===== src/rtl/adc_seq_pkg.sv =====
package adc_seq_pkg;
  localparam int CH_W       = 5;
  localparam int RES_W      = 12;
  localparam int CONV_TICKS = 4;
  localparam int CNT_W      = 6;
  localparam int DIV_W      = 4;

  // sample phase length in converter clocks
  function automatic logic [CNT_W-1:0] phase_ticks(input logic lng, input logic [1:0] code);
    logic [CNT_W-1:0] len;
    if (lng) len = CNT_W'(12) + CNT_W'({code, 2'b00});
    else     len = CNT_W'(2)  + CNT_W'({code, 1'b0});
    return len;
  endfunction

  function automatic logic [DIV_W-1:0] div_ratio(input logic [1:0] code);
    return DIV_W'(1) << code;
  endfunction

  function automatic logic [RES_W-1:0] scale_res(input logic [1:0] rc, input logic [RES_W-1:0] v);
    logic [RES_W-1:0] o;
    case (rc)
      2'd0:    o = v >> 4;
      2'd1:    o = v >> 2;
      default: o = v;
    endcase
    return o;
  endfunction
endpackage


===== src/rtl/adc_slot_bank.sv =====
module adc_slot_bank #(
  parameter int NG = 4,
  localparam int GW = $clog2(NG)
) (
  input  logic                          clk,
  input  logic                          rst_n,
  input  logic                          wr_en,
  input  logic [GW-1:0]                 wr_grp,
  input  logic [adc_seq_pkg::CH_W-1:0]  wr_chan,
  input  logic                          wr_ie,
  output logic [NG*adc_seq_pkg::CH_W-1:0] chan_flat,
  output logic [NG-1:0]                 ie
);
  import adc_seq_pkg::*;

  for (genvar g = 0; g < NG; g++) begin : g_slot
    logic            sel;
    logic [CH_W-1:0] chan_q, chan_d;
    logic            ie_q, ie_d;

    always_comb begin
      sel    = wr_en && (wr_grp == GW'(g));
      chan_d = chan_q;
      ie_d   = ie_q;
      if (sel) begin
        chan_d = wr_chan;
        ie_d   = wr_ie;
      end
    end

    always_ff @(posedge clk or negedge rst_n) begin
      if (!rst_n) begin
        chan_q <= '0;
        ie_q   <= 1'b0;
      end else if (sel) begin
        chan_q <= chan_d;
        ie_q   <= ie_d;
      end
    end

    assign chan_flat[g*CH_W +: CH_W] = chan_q;
    assign ie[g]                     = ie_q;
  end
endmodule


===== src/rtl/adc_conv_timer.sv =====
module adc_conv_timer (
  input  logic       clk,
  input  logic       rst_n,
  input  logic       start,
  input  logic       busy,
  input  logic       long_smp,
  input  logic [1:0] smp_code,
  input  logic [1:0] div_code,
  input  logic [1:0] res_code,
  output logic       last_tick,
  output logic [1:0] res_l
);
  import adc_seq_pkg::*;

  logic [CNT_W-1:0] tot_m1_q, tot_m1_d;
  logic [CNT_W-1:0] cnt_q, cnt_d;
  logic [DIV_W-1:0] divm_q, divm_d;
  logic [DIV_W-1:0] dcnt_q, dcnt_d;
  logic [1:0]       res_q, res_d;
  logic             tick, en;

  assign tick      = (dcnt_q == divm_q);
  assign last_tick = busy && tick && (cnt_q == tot_m1_q);
  assign res_l     = res_q;
  assign en        = start || busy;

  always_comb begin
    tot_m1_d = tot_m1_q;
    divm_d   = divm_q;
    res_d    = res_q;
    cnt_d    = cnt_q;
    dcnt_d   = dcnt_q;
    if (start) begin
      tot_m1_d = phase_ticks(long_smp, smp_code) + CNT_W'(CONV_TICKS) - CNT_W'(1);
      divm_d   = div_ratio(div_code) - DIV_W'(1);
      res_d    = res_code;
      cnt_d    = '0;
      dcnt_d   = '0;
    end else if (tick) begin
      dcnt_d = '0;
      cnt_d  = cnt_q + CNT_W'(1);
    end else begin
      dcnt_d = dcnt_q + DIV_W'(1);
    end
  end

  always_ff @(posedge clk or negedge rst_n) begin
    if (!rst_n) begin
      tot_m1_q <= '0;
      divm_q   <= '0;
      res_q    <= '0;
      cnt_q    <= '0;
      dcnt_q   <= '0;
    end else if (en) begin
      tot_m1_q <= tot_m1_d;
      divm_q   <= divm_d;
      res_q    <= res_d;
      cnt_q    <= cnt_d;
      dcnt_q   <= dcnt_d;
    end
  end
endmodule


===== src/rtl/adc_seq_ctrl.sv =====
module adc_seq_ctrl #(
  parameter int NG = 4,
  localparam int GW = $clog2(NG)
) (
  input  logic          clk,
  input  logic          rst_n,
  input  logic          wr_en,
  input  logic [GW-1:0] wr_grp,
  input  logic          hw_mode,
  input  logic          cont_en,
  input  logic [NG-1:0] hw_trig,
  input  logic          last_tick,
  output logic          busy,
  output logic [GW-1:0] act_grp,
  output logic          start,
  output logic          complete
);
  logic          busy_q, busy_d;
  logic [GW-1:0] grp_q, grp_d;
  logic          same_hit, sw_go, hw_go, hw_any;
  logic [GW-1:0] hw_idx;

  // lowest-numbered requester wins
  always_comb begin
    hw_any = 1'b0;
    hw_idx = '0;
    for (int i = NG - 1; i >= 0; i--) begin
      if (hw_trig[i]) begin
        hw_any = 1'b1;
        hw_idx = GW'(i);
      end
    end
  end

  always_comb begin
    same_hit = wr_en && busy_q && (wr_grp == grp_q);
    sw_go    = !hw_mode && wr_en && (wr_grp == '0) && (!busy_q || grp_q == '0);
    hw_go    = hw_mode && !busy_q && hw_any;
    complete = last_tick && !same_hit;
    busy_d   = busy_q;
    grp_d    = grp_q;
    start    = 1'b0;
    if (sw_go) begin
      busy_d = 1'b1;
      grp_d  = '0;
      start  = 1'b1;
    end else if (same_hit) begin
      busy_d = 1'b0;
    end else if (last_tick) begin
      if (cont_en) start  = 1'b1;
      else         busy_d = 1'b0;
    end else if (hw_go) begin
      busy_d = 1'b1;
      grp_d  = hw_idx;
      start  = 1'b1;
    end
  end

  always_ff @(posedge clk or negedge rst_n) begin
    if (!rst_n) begin
      busy_q <= 1'b0;
      grp_q  <= '0;
    end else begin
      busy_q <= busy_d;
      grp_q  <= grp_d;
    end
  end

  assign busy    = busy_q;
  assign act_grp = grp_q;
endmodule


===== src/rtl/adc_result_bank.sv =====
module adc_result_bank #(
  parameter int NG = 4,
  localparam int GW = $clog2(NG)
) (
  input  logic                           clk,
  input  logic                           rst_n,
  input  logic                           complete,
  input  logic [GW-1:0]                  act_grp,
  input  logic [adc_seq_pkg::RES_W-1:0]  ana_value,
  input  logic [1:0]                     res_l,
  input  logic                           ovwr_en,
  input  logic                           rd_en,
  input  logic [GW-1:0]                  rd_grp,
  output logic [NG-1:0]                  done,
  output logic [NG*adc_seq_pkg::RES_W-1:0] result
);
  import adc_seq_pkg::*;

  logic [RES_W-1:0] scaled;
  assign scaled = scale_res(res_l, ana_value);

  for (genvar g = 0; g < NG; g++) begin : g_res
    logic             hit, accept, rd_clr;
    logic             done_q, done_d;
    logic [RES_W-1:0] res_q, res_d;

    always_comb begin
      hit    = complete && (act_grp == GW'(g));
      accept = hit && (!done_q || ovwr_en);
      rd_clr = rd_en && (rd_grp == GW'(g));
      done_d = accept || (done_q && !rd_clr);
      res_d  = accept ? scaled : res_q;
    end

    always_ff @(posedge clk or negedge rst_n) begin
      if (!rst_n) begin
        done_q <= 1'b0;
        res_q  <= '0;
      end else begin
        done_q <= done_d;
        if (accept) res_q <= res_d;
      end
    end

    assign done[g]                    = done_q;
    assign result[g*RES_W +: RES_W]   = res_q;
  end
endmodule


===== src/rtl/adc_group_seq.sv =====
module adc_group_seq #(
  parameter int NG = 4,
  localparam int GW = $clog2(NG)
) (
  input  logic                             clk,
  input  logic                             rst_n,
  input  logic                             wr_en,
  input  logic [GW-1:0]                    wr_grp,
  input  logic [adc_seq_pkg::CH_W-1:0]     wr_chan,
  input  logic                             wr_ie,
  input  logic                             rd_en,
  input  logic [GW-1:0]                    rd_grp,
  input  logic                             hw_mode,
  input  logic                             cont_en,
  input  logic                             ovwr_en,
  input  logic                             long_smp,
  input  logic [1:0]                       smp_code,
  input  logic [1:0]                       div_code,
  input  logic [1:0]                       res_code,
  input  logic [NG-1:0]                    hw_trig,
  input  logic [adc_seq_pkg::RES_W-1:0]    ana_value,
  output logic [adc_seq_pkg::CH_W-1:0]     conv_chan,
  output logic                             conv_active,
  output logic [GW-1:0]                    act_grp,
  output logic [NG-1:0]                    done,
  output logic [NG*adc_seq_pkg::RES_W-1:0] result,
  output logic                             irq
);
  import adc_seq_pkg::*;

  logic [NG*CH_W-1:0] chan_flat;
  logic [NG-1:0]      ie;
  logic               start, complete, last_tick, busy;
  logic [1:0]         res_l;

  adc_slot_bank #(.NG(NG)) u_slots (
    .clk(clk), .rst_n(rst_n), .wr_en(wr_en), .wr_grp(wr_grp),
    .wr_chan(wr_chan), .wr_ie(wr_ie), .chan_flat(chan_flat), .ie(ie)
  );

  adc_seq_ctrl #(.NG(NG)) u_ctrl (
    .clk(clk), .rst_n(rst_n), .wr_en(wr_en), .wr_grp(wr_grp),
    .hw_mode(hw_mode), .cont_en(cont_en), .hw_trig(hw_trig),
    .last_tick(last_tick), .busy(busy), .act_grp(act_grp),
    .start(start), .complete(complete)
  );

  adc_conv_timer u_timer (
    .clk(clk), .rst_n(rst_n), .start(start), .busy(busy),
    .long_smp(long_smp), .smp_code(smp_code), .div_code(div_code),
    .res_code(res_code), .last_tick(last_tick), .res_l(res_l)
  );

  adc_result_bank #(.NG(NG)) u_res (
    .clk(clk), .rst_n(rst_n), .complete(complete), .act_grp(act_grp),
    .ana_value(ana_value), .res_l(res_l), .ovwr_en(ovwr_en),
    .rd_en(rd_en), .rd_grp(rd_grp), .done(done), .result(result)
  );

  always_comb begin
    conv_chan = '0;
    for (int i = 0; i < NG; i++) begin
      if (act_grp == GW'(i)) conv_chan = chan_flat[i*CH_W +: CH_W];
    end
  end

  assign conv_active = busy;
  assign irq         = |(done & ie);
endmodule


===== config.mk =====
export PLATFORM = sky130hd
export DESIGN_NAME = adc_group_seq
export DESIGN_NICKNAME = d
export VERILOG_FILES = /design/src/rtl/adc_seq_pkg.sv /design/src/rtl/adc_slot_bank.sv /design/src/rtl/adc_conv_timer.sv /design/src/rtl/adc_seq_ctrl.sv /design/src/rtl/adc_result_bank.sv /design/src/rtl/adc_group_seq.sv
export SDC_FILE = /design/constraint.sdc
export NUM_CORES = 1
export LEC_CHECK = 0
export ABC_AREA = 1
export ABC_CLOCK_PERIOD_IN_PS = 1500
export CAP_MARGIN = 20
export CORE_ASPECT_RATIO = 0.6
export CORE_UTILIZATION = 30
export DETAILED_ROUTE_END_ITERATION = 10
export REMOVE_ABC_BUFFERS = 1
export SETUP_SLACK_MARGIN = 0.05
export SLEW_MARGIN = 10
export SYNTH_ARGS = -nofsm -noshare
export SYNTH_HDL_FRONTEND = slang
export SYNTH_SLANG_ARGS = --single-unit
export TNS_END_PERCENT = 10

===== constraint.sdc =====
create_clock -name clk -period 1.5 [get_ports clk]
set_input_delay 0.225 -clock clk [delete_from_list [all_inputs] [get_ports clk]]
set_output_delay 0.225 -clock clk [all_outputs]
set_load 0.02 [all_outputs]

==> impl_metrics.yaml <==
grt:
  track_usage_pct: 16.5
  grt_overflow: 0
  grt_pass1_wl_um: 20700
  grt_max_degree: 43
  grt_pass1_vias: 3999
  antenna_found_initial: 0
sta:
  hold_viol_final: 0
  setup_viol: 81
  tightest_slew_ns: 0.716
  period_share_pct: 114
  slew_headroom_pct: 52.1
  fmax_ghz: 0.584
  worst_clock_skew_ns: 0.00784
  fin_ws_ns: -0.212
  min_period_ns: 1.71
  slew_viol_final: 0
  rsz0062_at_grt: "true"
placement:
  gp_congestion: 0.837
  place_ws_ns: -0.410
  place_area_um2: 6210
  port_buffers: 100
  dpl.hpwl_um: 9270
critical_path:
  cp_data_required_time_ns: 1.27
  r2r_start: "u_timer.tot_m1_q[4]$_DFFE_PN0P_"
  crit_family: "buffers and inverters"
  worstPathArrival_ns: 1.49
  path_buf_inv: 3
  critPathSlowestCell: "dfrtp_2"
  end_kind: "output pin"
  critPathLaunch: "u_ctrl.act_grp[1]$_DFFE_PN0P_"
  critPathKind: "flop to output pin"
  path_cells: "buf_4 -> nor2_4 -> buf_4 -> nand2_1 -> nand4_1 -> buf_4"
  cp_max_fo: 4
  crit_path_max_incr_delay_ns: 0.44
  cp_common_cell: "buf_4"
  startpoint_type: "flop"
detailed_routing:
  drt-initial-drc-count: 327
  detail-route-antenna-nets: 0
  firstDrtPassIters: 5
  wl_um: 12600
  drc_errors: 0
  routedWlPerCell_um: 14.1
  viasPerCell: 4.63
  num_vias: 4126
clocking:
  clk_latency_ns: 0.34
  h-tree-depth: 3
  clk_pin_slew_worst_paths_ns: 0.07
  clock_path_buffers: 2
  cts_buffers: 9
  cts.sinks: 100
  cts_tree: "done"
  ctsRootBufferMaster: "clkbuf_16"
power_and_ir_drop:
  p_sw_mw: 4.96
  p_per_area_nw_per_um2: 1830
  p_sw_share_pct: 40.4
  power_leakage_nw: 3.41
  share_comb_of_total_power_pct: 46.4
  clock_power_share_pct: 20.1
  vdd_drop_max_mv: 0.738
  pwr-share-seq_pct: 33.5
  internal_power_mw: 7.33
floorplan:
  start_util_pct: 31.3
  die_h_um: 97.9
  core_um2: 14700
  fp.dieW_um: 162
  placementRows: 34
  die_area_um2: 15900
  io_pins: 101
status:
  outcome: "finished with violations"
  violations: "setup timing"
cells_and_area:
  final_cell_area_um2: 6700
  final_util_pct: 45.5
  layout-drive-gt1-share_pct: 22.4
  syn2layout_area_growth_pct: 45.7
  nets: 733
  fill_cells: 1408
  antenna_cells: 0
run:
  cap_violations: 0
synthesis:
  syn_area_um2: 4600
  yosysTopAreaCellShare_pct: 54.4
  ys_seq_area_share_pct: 54.4
  synth_cells: 529
  synth_area_leaders: "dfrtp_1 54%, nand2_1 14%, o21ai_1 5.2%, o21ai_0 4.5%, inv_1 3.2%"
  yosysTopAreaCell: "dfrtp_1"
  ys_warn_count: 0
  avgSynthCellArea_um2: 8.70
  ys_types: 29
  synth_seq_cells: 100
hold_path:
  hold_path.class: "input port to async pin"
-- area by class of cell --
type	instances	area (um2)	share of cell area [%]
inverters	46	173	2.58
clock inverters	7	92.6	1.38
multi-input cells	363	1930	28.7
well taps	198	248	3.70
flip-flops and latches	100	2500	37.4
clock buffers	9	225	3.36
repair buffers	168	1530	22.9
-- synth_stat cells, drive strengths merged --
master,n
a21oi,15
nand2,174
nor2,26
nand3b,3
xor2,4
o21ai,89
a22o,10
nor3,2
xnor2,4
inv,46
clkbuf,6
a31oi,3
nand4,7
nand3,21
buf,14
ha,5
dfrtp,100
-- routing by layer --
layer / share of wire, % / track usage (%) / vias to the layer above
met5: 0 / 0 / -
met4: 0.56 / 2.83 / 0
met3: 6.1 / 3.53 / 9
met2: 44 / 25.0 / 137
met1: 49 / 24.3 / 1941
li1: - / - / 2039
-- through the flow --
step	setup TNS (ns)	total power, mW	hold WS (ns)	std cells
finish	-12.45	12.3	0.321	891
global route	-22.61	13.1	0.338	891
CTS	-12.69	12.0	0.317	884
detailed placement	-26.42	9.67	0.145	866
global placement	-24.96	9.53	0.141	866
floorplan	-9.50	6.90	-0.0706	509
-- cells by family (layout without fill, tap and decap cells) --
family,count (synthesis),in the layout,share of synthesized area (%)
flops,100,100,54.4
buf+inv,66,230,6.80
compound gates,117,117,13.6
fa+ha+maj,5,5,1.36
xor+xnor,8,8,1.52
simple gates,233,233,22.3
-- flip-flops by register name, indices dropped and copies added (netlist names) --
| name | flops |
|---|---|
| u_slots.g_slot.ie_q | 4 |
| u_slots.g_slot.chan_q | 20 |
| u_res.g_res.res_q | 48 |
| u_timer.divm_q | 3 |
| u_res.g_res.done_q | 4 |
| u_ctrl.act_grp | 2 |
| u_ctrl.busy | 1 |
| u_timer.cnt_q | 6 |
| u_timer.dcnt_q | 4 |
| u_timer.tot_m1_q | 6 |
| u_timer.res_l | 2 |
-- power by group through the flow --
stage | clock network [mW] | logic (mW) | registers (mW)
floorplan | 0 | 2.18 | 4.72
global placement | 0 | 5.42 | 4.10
detailed placement | 0 | 5.53 | 4.14
CTS | 2.53 | 5.32 | 4.10
global route | 2.63 | 6.27 | 4.23
finish | 2.47 | 5.70 | 4.12
-- repair_timing --
item,in CTS,in global routing
setup buffers,1,6
setup endpoints to repair,137,85
pin swaps,0,12
gates cloned,0,1
endpoints found under the hold margin,21,0
hold buffers,1,0
gates resized for setup,104,50
-- path summary, 6_finish.rpt --
path / to / slack, ns / cells after the start
hold / removal: u_res.g_res[1].res_q[0]$_DFFE_PN0P_ / 0.32 / 2
hold reg to reg: u_res.g_res[3].res_q[2]$_DFFE_PN0P_ / 0.49 / 2
setup reg to reg: u_res.g_res[1].res_q[6]$_DFFE_PN0P_ / -0.21 / 11
setup / recovery: conv_chan[2] / -0.21 / 6
max in group asynchronous: u_ctrl.act_grp[0]$_DFFE_PN0P_ / 0.62 / 3
min in group clk: u_timer.res_l[1]$_DFFE_PN0P_ / 0.46 / 3
-- cells in the final DEF, fill, tap and decap left out, types with 2 or more instances in the layout --
master,netlist,layout
dlygate4sd2_1,0,50
o21ai_2,0,2
nor2_4,2,4
dfrtp_1,100,98
buf_12,0,5
nand3b_1,3,3
clkbuf_16,0,9
a21oi_1,15,14
buf_6,6,10
xnor2_1,4,3
clkdlybuf4s15_1,0,3
dfrtp_2,0,2
nand3_2,1,2
inv_1,39,35
nor2_2,2,6
a22o_1,10,10
nand3_1,17,15
nand3_4,3,4
nand2_1,172,147
buf_4,4,60
nand4_1,7,7
nand2_2,1,25
inv_8,0,3
ha_1,5,5
inv_2,7,11
nor2_1,21,15
nand2_4,1,2
a31oi_1,3,2
xor2_1,4,4
o21ai_1,48,48
clkdlybuf4s50_1,0,38
o21ai_0,41,39
Power figures use the tool's default switching activity.
